<file path="config.mk">
export PLATFORM = sky130hd
export DESIGN_NAME = btn_run_toggle
export DESIGN_NICKNAME = d
export VERILOG_FILES = /design/src/rtl/btn_pkg.sv /design/src/rtl/btn_sync.sv /design/src/rtl/btn_debounce.sv /design/src/rtl/run_toggle.sv /design/src/rtl/btn_run_toggle.sv
export SDC_FILE = /design/constraint.sdc
export NUM_CORES = 1
export LEC_CHECK = 0
export ABC_AREA = 1
export BUFFER_PORTS_ARGS = -buffer_cell sky130_fd_sc_hd__buf_4
export CAP_MARGIN = 5
export CORE_MARGIN = 2
export CORE_UTILIZATION = 45
export CTS_CLUSTER_SIZE = 14
export DETAILED_ROUTE_END_ITERATION = 16
export GPL_ROUTABILITY_DRIVEN = 0
export GPL_TIMING_DRIVEN = 1
export PLACE_DENSITY = 0.72
export SLEW_MARGIN = 25
export SYNTH_ARGS = -nofsm -noshare
export SYNTH_HDL_FRONTEND = slang
export SYNTH_SLANG_ARGS = --single-unit
</file>
<file path="constraint.sdc">
create_clock -name clk -period 1.8 [get_ports clk]
set_input_delay 0.09 -clock clk [delete_from_list [all_inputs] [get_ports clk]]
set_output_delay 0.09 -clock clk [all_outputs]
set_load 0.01 [all_outputs]
</file>
<file path="src/rtl/btn_pkg.sv">
package btn_pkg;

    typedef enum logic [1:0] {
        DB_IDLE,
        DB_PRESS_WAIT,
        DB_HELD,
        DB_RELEASE_WAIT
    } db_state_t;

    typedef enum logic {
        RT_RUNNING,
        RT_PAUSED
    } rt_state_t;

endpackage

</file>
<file path="src/rtl/btn_sync.sv">
module btn_sync #(
    parameter int STAGES   = 2,
    parameter bit BTN_IDLE = 1'b1
) (
    input  logic clk,
    input  logic rst_n,
    input  logic raw_i,
    output logic active_o
);

    logic [STAGES-1:0] chain_q;

    genvar g;
    generate
        for (g = 0; g < STAGES; g++) begin : g_stage
            if (g == 0) begin : g_first
                always_ff @(posedge clk or negedge rst_n) begin
                    if (!rst_n) chain_q[0] <= BTN_IDLE;
                    else        chain_q[0] <= raw_i;
                end
            end else begin : g_next
                always_ff @(posedge clk or negedge rst_n) begin
                    if (!rst_n) chain_q[g] <= BTN_IDLE;
                    else        chain_q[g] <= chain_q[g-1];
                end
            end
        end

        if (BTN_IDLE) begin : g_active_low
            assign active_o = ~chain_q[STAGES-1];
        end else begin : g_active_high
            assign active_o = chain_q[STAGES-1];
        end
    endgenerate


    sync_delay_chk: assert property (@(posedge clk) disable iff (!rst_n)
        (chain_q[0] == $past(raw_i)));

endmodule

</file>
<file path="src/rtl/btn_debounce.sv">
module btn_debounce
    import btn_pkg::*;
#(
    parameter int STABLE_CYCLES = 1_000_000
) (
    input  logic clk,
    input  logic rst_n,
    input  logic active_i,
    output logic press_evt_o
);

    localparam int CW = (STABLE_CYCLES > 2) ? $clog2(STABLE_CYCLES) : 1;
    localparam logic [CW-1:0] LIMIT = CW'(STABLE_CYCLES - 1);

    db_state_t     st_q, st_d;
    logic [CW-1:0] cnt_q, cnt_d;

    // state register
    always_ff @(posedge clk or negedge rst_n) begin
        if (!rst_n) begin
            st_q  <= DB_IDLE;
            cnt_q <= '0;
        end else begin
            st_q  <= st_d;
            cnt_q <= cnt_d;
        end
    end

    // transitions
    always_comb begin
        st_d  = st_q;
        cnt_d = cnt_q;
        unique case (st_q)
            DB_IDLE: begin
                if (active_i) begin          // press seen
                    st_d  = DB_PRESS_WAIT;
                    cnt_d = CW'(1);
                end
            end
            DB_PRESS_WAIT: begin
                if (!active_i) begin         // press bounced
                    st_d  = DB_IDLE;
                    cnt_d = '0;
                end else if (cnt_q == LIMIT) begin  // press accepted
                    st_d  = DB_HELD;
                    cnt_d = '0;
                end else begin
                    cnt_d = cnt_q + CW'(1);
                end
            end
            DB_HELD: begin
                if (!active_i) begin         // release seen
                    st_d  = DB_RELEASE_WAIT;
                    cnt_d = CW'(1);
                end
            end
            DB_RELEASE_WAIT: begin
                if (active_i) begin          // release bounced
                    st_d  = DB_HELD;
                    cnt_d = '0;
                end else if (cnt_q == LIMIT) begin  // release accepted
                    st_d  = DB_IDLE;
                    cnt_d = '0;
                end else begin
                    cnt_d = cnt_q + CW'(1);
                end
            end
            default: begin
                st_d  = DB_IDLE;
                cnt_d = '0;
            end
        endcase
    end

    // outputs
    always_comb begin
        press_evt_o = (st_q == DB_PRESS_WAIT) && active_i && (cnt_q == LIMIT);
    end


    cnt_bound_chk: assert property (@(posedge clk) disable iff (!rst_n)
        (cnt_q <= LIMIT));


    press_count_chk: assert property (@(posedge clk) disable iff (!rst_n)
        (st_q == DB_PRESS_WAIT && $past(st_q) == DB_PRESS_WAIT)
            |-> (cnt_q == $past(cnt_q) + CW'(1)));


    release_done_chk: assert property (@(posedge clk) disable iff (!rst_n)
        (st_q == DB_IDLE && $past(st_q) == DB_RELEASE_WAIT) |-> !$past(active_i));

endmodule

</file>
<file path="src/rtl/run_toggle.sv">
module run_toggle
    import btn_pkg::*;
(
    input  logic clk,
    input  logic rst_n,
    input  logic press_evt_i,
    output logic run_o,
    output logic pulse_o
);

    rt_state_t st_q, st_d;
    logic      pulse_q;

    // state register
    always_ff @(posedge clk or negedge rst_n) begin
        if (!rst_n) begin
            st_q    <= RT_RUNNING;
            pulse_q <= 1'b0;
        end else begin
            st_q    <= st_d;
            pulse_q <= press_evt_i;
        end
    end

    // transitions (toggle)
    always_comb begin
        st_d = st_q;
        unique case (st_q)
            RT_RUNNING: if (press_evt_i) st_d = RT_PAUSED;
            RT_PAUSED:  if (press_evt_i) st_d = RT_RUNNING;
            default:    st_d = RT_RUNNING;
        endcase
    end

    // outputs
    always_comb begin
        run_o   = (st_q == RT_RUNNING);
        pulse_o = pulse_q;
    end

endmodule

</file>
<file path="src/rtl/btn_run_toggle.sv">
module btn_run_toggle #(
    parameter int STABLE_CYCLES = 1_000_000,
    parameter int SYNC_STAGES   = 2,
    parameter bit BTN_IDLE      = 1'b1
) (
    input  logic clk,
    input  logic rst_n,
    input  logic btn_raw,
    output logic run_o,
    output logic press_pulse_o
);

    logic btn_active;
    logic press_evt;

    btn_sync #(
        .STAGES   (SYNC_STAGES),
        .BTN_IDLE (BTN_IDLE)
    ) sync_i (
        .clk      (clk),
        .rst_n    (rst_n),
        .raw_i    (btn_raw),
        .active_o (btn_active)
    );

    btn_debounce #(
        .STABLE_CYCLES (STABLE_CYCLES)
    ) filt_i (
        .clk         (clk),
        .rst_n       (rst_n),
        .active_i    (btn_active),
        .press_evt_o (press_evt)
    );

    run_toggle tog_i (
        .clk         (clk),
        .rst_n       (rst_n),
        .press_evt_i (press_evt),
        .run_o       (run_o),
        .pulse_o     (press_pulse_o)
    );


    pulse_single_chk: assert property (@(posedge clk) disable iff (!rst_n)
        press_pulse_o |=> !press_pulse_o);


    pulse_flips_chk: assert property (@(posedge clk) disable iff (!rst_n)
        press_pulse_o |-> (run_o != $past(run_o)));


    run_hold_chk: assert property (@(posedge clk) disable iff (!rst_n)
        !press_pulse_o |-> $stable(run_o));


    reset_run_chk: assert property (@(posedge clk)
        !rst_n |=> (run_o && !press_pulse_o));

endmodule

</file>
Yosys cells after proc, flatten, opt, wreduce, memory -nomap -nowiden --
Cells that the tools add are included.
Cells by class: add/sub/neg operators 1, multipliers 0, div/mod/pow operators 0, order comparisons 0, equal/unequal tests 8, shift-type cells 0, muxes and demuxes 16, bitwise operators 2, reduce and logical (&&, ||, !) cells 5
Operator list (count):
- $mux 20 | 5
- $pmux 20 s4 | 1
- $add 20x1->20 const B | 1
- $eq 20x20->1 const B | 1
- $mux 2 | 6
- $pmux 2 s4 | 1
- $ne 3x2->1 const B | 2
- $eq 2x2->1 const B | 2
- $ne 2x2->1 const B | 2
- $reduce_and 4->1 | 1
- $eq 2x1->1 const B | 1
- $logic_and 1x1->1 | 2
- $logic_not 2->1 | 1
- $mux 1 | 2
- $not 1->1 | 2
- $pmux 1 s2 | 1
- $reduce_and 2->1 | 1
Word-level totals: register bits 26, bits in latches 0, RAM bits 0, bits in read-only memories 0, input bits 3, output and inout bits 2, word-level logic and storage cells 38, memories kept 0

Longest topological paths before layout --
depth after elaboration 5, depth in mapped cells 9, depth with buffers taken out 9

By module --
A second synthesis with hierarchy kept.
Second synthesis, totals: cells, all modules 197, area total of the unflattened synthesis 1492.7 um^2
Modules (own cells, without submodules):
- btn_debounce | instances 1, cells an instance 187, area each 1365.1 um^2, sequential area each 550.5 um^2
- run_toggle | instances 1, cells an instance 7, area each 71.3 um^2, sequential area each 50.0 um^2
- btn_sync | instances 1, cells an instance 3, area each 56.3 um^2, sequential area each 52.6 um^2

Worst setup path after synthesis --
Ideal clock, no wire load.
path kind reg-to-reg, start reg filt_i.cnt_q[0], end reg filt_i.cnt_q[2], library setup time 0.120 ns, arrival 1.341 ns, data required time 1.680 ns, slack 0.339 ns, cell stages (with the launch flop) 9, buffers on the path 0, period minus slack after synthesis 1.461 ns, path through dfrtp_1 -> ha_1 -> nand3_1 -> nor2_4 -> nand3_4 -> nor2_4 -> nor2_4 -> nor2_4 -> nor2_1
Between the ends: word-level cells in the longest chain between the ends 4, elaborated cells on any way between the ends 6, those cells by class 1 x add/sub; 1 x eq/ne; 4 x mux
RTL lines:
- from (decl) | line btn_debounce.sv:16 | logic [CW-1:0] cnt_q, cnt_d;
- from (signal assigned) | line btn_debounce.sv:25 | cnt_q <= cnt_d;
- $add 20x1->20 / $eq 20x20->1 (equally long branches)
- $mux 20 * | line btn_debounce.sv:44, btn_debounce.sv:61
- $mux 20 (on tied branches) | line btn_debounce.sv:58, btn_debounce.sv:41
- $pmux 20 s4 * | line btn_debounce.sv:33 | unique case (st_q)
Mark *: on every way between the ends. The rest lies on a longest branch, timed or not. A chain may end at the register's enable or synchronous reset.

Final worst setup path --
start reg filt_i.cnt_q[0], end reg filt_i.cnt_q[3]
Same word-level chain as after synthesis.

==> impl_metrics.json <==
{
  "htreeDepth": 1,
  "wirelength_mm": 3.47,
  "met2_length_mm": 1.64,
  "arrival_ns": 1.92,
  "clk_pin_slew_worst_paths_ns": 0.15,
  "period_share_pct": 93.5,
  "drt_iter0_drc": 99,
  "cp-start-kind": "register",
  "max_slew_margin_pct": 77.9,
  "ctsResizeCount": 0,
  "clock-sinks": 26,
  "insertion_delay_ns": 0.33,
  "ant_nets": 0,
  "num_rows": 21,
  "synth_compound_area_share_pct": 5.96,
  "yosys-top-cells-count": "77 x nand2_1, 31 x nor2_1, 24 x dfrtp_1",
  "die_width_microns": 63.1,
  "fin_util_pct": 52.9,
  "period_minus_slack_ns": 1.68,
  "synth_edf_count": 0,
  "setup_violations": 0,
  "netlist.area_leader.share_pct": 38.2,
  "synth.net_count": 222,
  "vias": 1408,
  "synthTopCellsByArea": "dfrtp_1 38%, nand2_1 18%, nor2_1 7.4%, nand3_1 5.4%, inv_1 5.2%",
  "numCtsBuffers": 3,
  "drc": 0,
  "finalHoldViolCount": 0,
  "crit_fanout": 9,
  "clockBufferDepth": 2,
  "synth-xor-area-share_pct": 3.90,
  "status": "finished, final reports clean",
  "grt_pass1_vias": 1302,
  "dp_hpwl_mm": 2.55,
  "fmax_ghz": 0.594,
  "synth_mux_area_share_pct": 0,
  "met3_length_microns": 179,
  "grt_usage_pct": 19.0,
  "rsz0062_at_grt": "false",
  "finalSetupTns_ns": 0,
  "drv_cap": 0,
  "cts-root-buf": "clkbuf_4",
  "num_io_pins": 5,
  "synth_adder_area_share_pct": 0.795,
  "hp-class": "in -> async",
  "top_layer_used": "met4",
  "yosysSeqAreaShare_pct": 41.5,
  "grt_pass1_wl_mm": 5.99,
  "cp-end-kind": "register",
  "yosys.area.top_type": "dfrtp_1",
  "finalMaxSlewViolations": 0,
  "first_pass_iters": 4,
  "area_growth_pct": 12.1,
  "n_antenna_cell": 0,
  "syn-cell-area_sq_mm": 0.00157,
  "critical_path_class": "reg -> reg",
  "coreArea_sq_mm": 0.00334,
  "viasPerCell": 5.06,
  "synth.most_common_cell": "nand2_1",
  "grt_overflow": 0,
  "initial_utilization_pct": 47.2,
  "leakagePower_nw": 0.770,
  "ys_ff_latch": 26,
  "cts_tree": "done",
  "antenna_found_initial": 0,
  "die_area_sq_mm": 0.00399,
  "drive_gt1_share_pct": 11.6,
  "netlist_instances": 218,
  "synth-main-ff-cell": "dfrtp_1",
  "die_h_microns": 63.1,
  "ys_warn_count": 0,
  "io_buffers": 4,
  "finalClockSkew_ns": 0.00581,
  "yosys.cell_types.count": 22,
  "synth_simple_gate_area_share_pct": 42.1,
  "async_flop_share_pct": 100,
  "power.density_mw_per_mm2": 806,
  "drt-met1-wl_mm": 1.61,
  "ir_worst_vdd_mv": 0.507,
  "grt_max_degree": 27,
  "fin_nets": 237,
  "detail_route.wl_per_cell_microns": 12.5,
  "synth_top_family_by_area": "simple AND/OR/NAND/NOR gates",
  "required_ns": 2.04,
  "worst_slew_pin_slew_ns": 0.331,
  "syn_avg_cell_area_sq_um": 7.22
}
-- through the flow --
stage               power, mW  hold WS [ns]  worst slack (ns)  instance area (sq um)  std cells
CTS                      1.39         0.184            0.0918                   1750        276
global placement        0.977        0.0168             0.238                   1680        270
finish                   1.42         0.173             0.117                   1760        278
global route             1.49         0.195           0.00160                   1760        278
detailed placement      0.980        0.0182             0.127                   1680        270
floorplan               0.880        -0.206             0.339                   1570        218
-- routing by layer --
layer | global-route usage, % | vias up
met1 | 25.0 | 646
li1 | - | 721
met3 | 4.29 | 4
met4 | 4.17 | 0
met5 | 0 | -
met2 | 31.8 | 37
-- area by class of cell --
cell class                      instances  area [sq um]
Fill cell                             332          1570
Multi-Input combinational cell        169           831
Sequential cell                        26           653
Timing Repair Buffer                   11          87.6
Inverter                               22          82.6
Tap cell                               46          57.6
Clock inverter                          1          30.0
Clock buffer                            3          22.5
-- power by group --
part / leakage, nW / switching [mW] / internal [mW]
clock network: 0.0279 / 0.190 / 0.225
logic: 0.391 / 0.198 / 0.132
registers: 0.351 / 0.0499 / 0.628
total: 0.770 / 0.437 / 0.985
-- sequential cells by signal (all words and copies together) (netlist names), named ones only --
name            count
filt_i.cnt_q       20
sync_i.chain_q      2
filt_i.st_q         1
tog_i.pulse_o       1
tog_i.st_q          1
-- kinds of logic (layout without fill, tap and decap cells) --
family                     after synthesis  after routing
and+or+nand+nor                        147            147
adders and majority gates                1              1
xor gates and xnor gates                 7              7
DFF                                     26             26
buffers and inverters                   23             37
AOI/OAI and AO/OA                       14             14
-- final timing paths --
check | start | end | slack, ns | cells past startpoint
hold / removal | rst_n | filt_i.cnt_q[7] | 0.17 | 2
setup / recovery | filt_i.cnt_q[0] | filt_i.cnt_q[3] | 0.12 | 8
max in group asynchronous | rst_n | sync_i.chain_q[0] | 1.33 | 2
hold reg to reg | sync_i.chain_q[0] | sync_i.chain_q[1] | 0.37 | 0
setup reg to reg | filt_i.cnt_q[0] | filt_i.cnt_q[3] | 0.12 | 8
min in group clk | sync_i.chain_q[0] | sync_i.chain_q[1] | 0.37 | 0
-- critical path, cell delays in order (launching register included) --
cell and delay [ns]:
dfrtp_1 0.43, ha_1 0.25, nand3_1 0.14, nor2_4 0.20, nand3_4 0.13, nor2_4 0.14
nor2_4 0.09, nor2_4 0.14, nor2_1 0.06
-- what timing repair did --
action	CTS	global route
hold buffers	2	0
endpoints found under the hold margin	27	0
buffers inserted	0	2
endpoints found under the setup margin	0	5
-- cells in the final DEF (no fill, tap or decap) --
master	count
and2_0	1
nand3_1	17
inv_1	22
o21bai_1	2
o21ai_2	1
dfstp_2	2
dlygate4sd3_1	2
o22ai_1	1
nor3_1	1
nand2_2	2
nand3_4	1
o21ai_0	7
o21bai_4	1
nor2_1	31
bufinv_16	1
xor2_1	7
nand4_1	10
dfrtp_1	24
clkbuf_4	3
ha_1	1
buf_4	9
nor2_2	2
nand2_1	77
a21oi_1	2
nor2_4	5
Note: power is estimated with default switching activity, not from simulation.
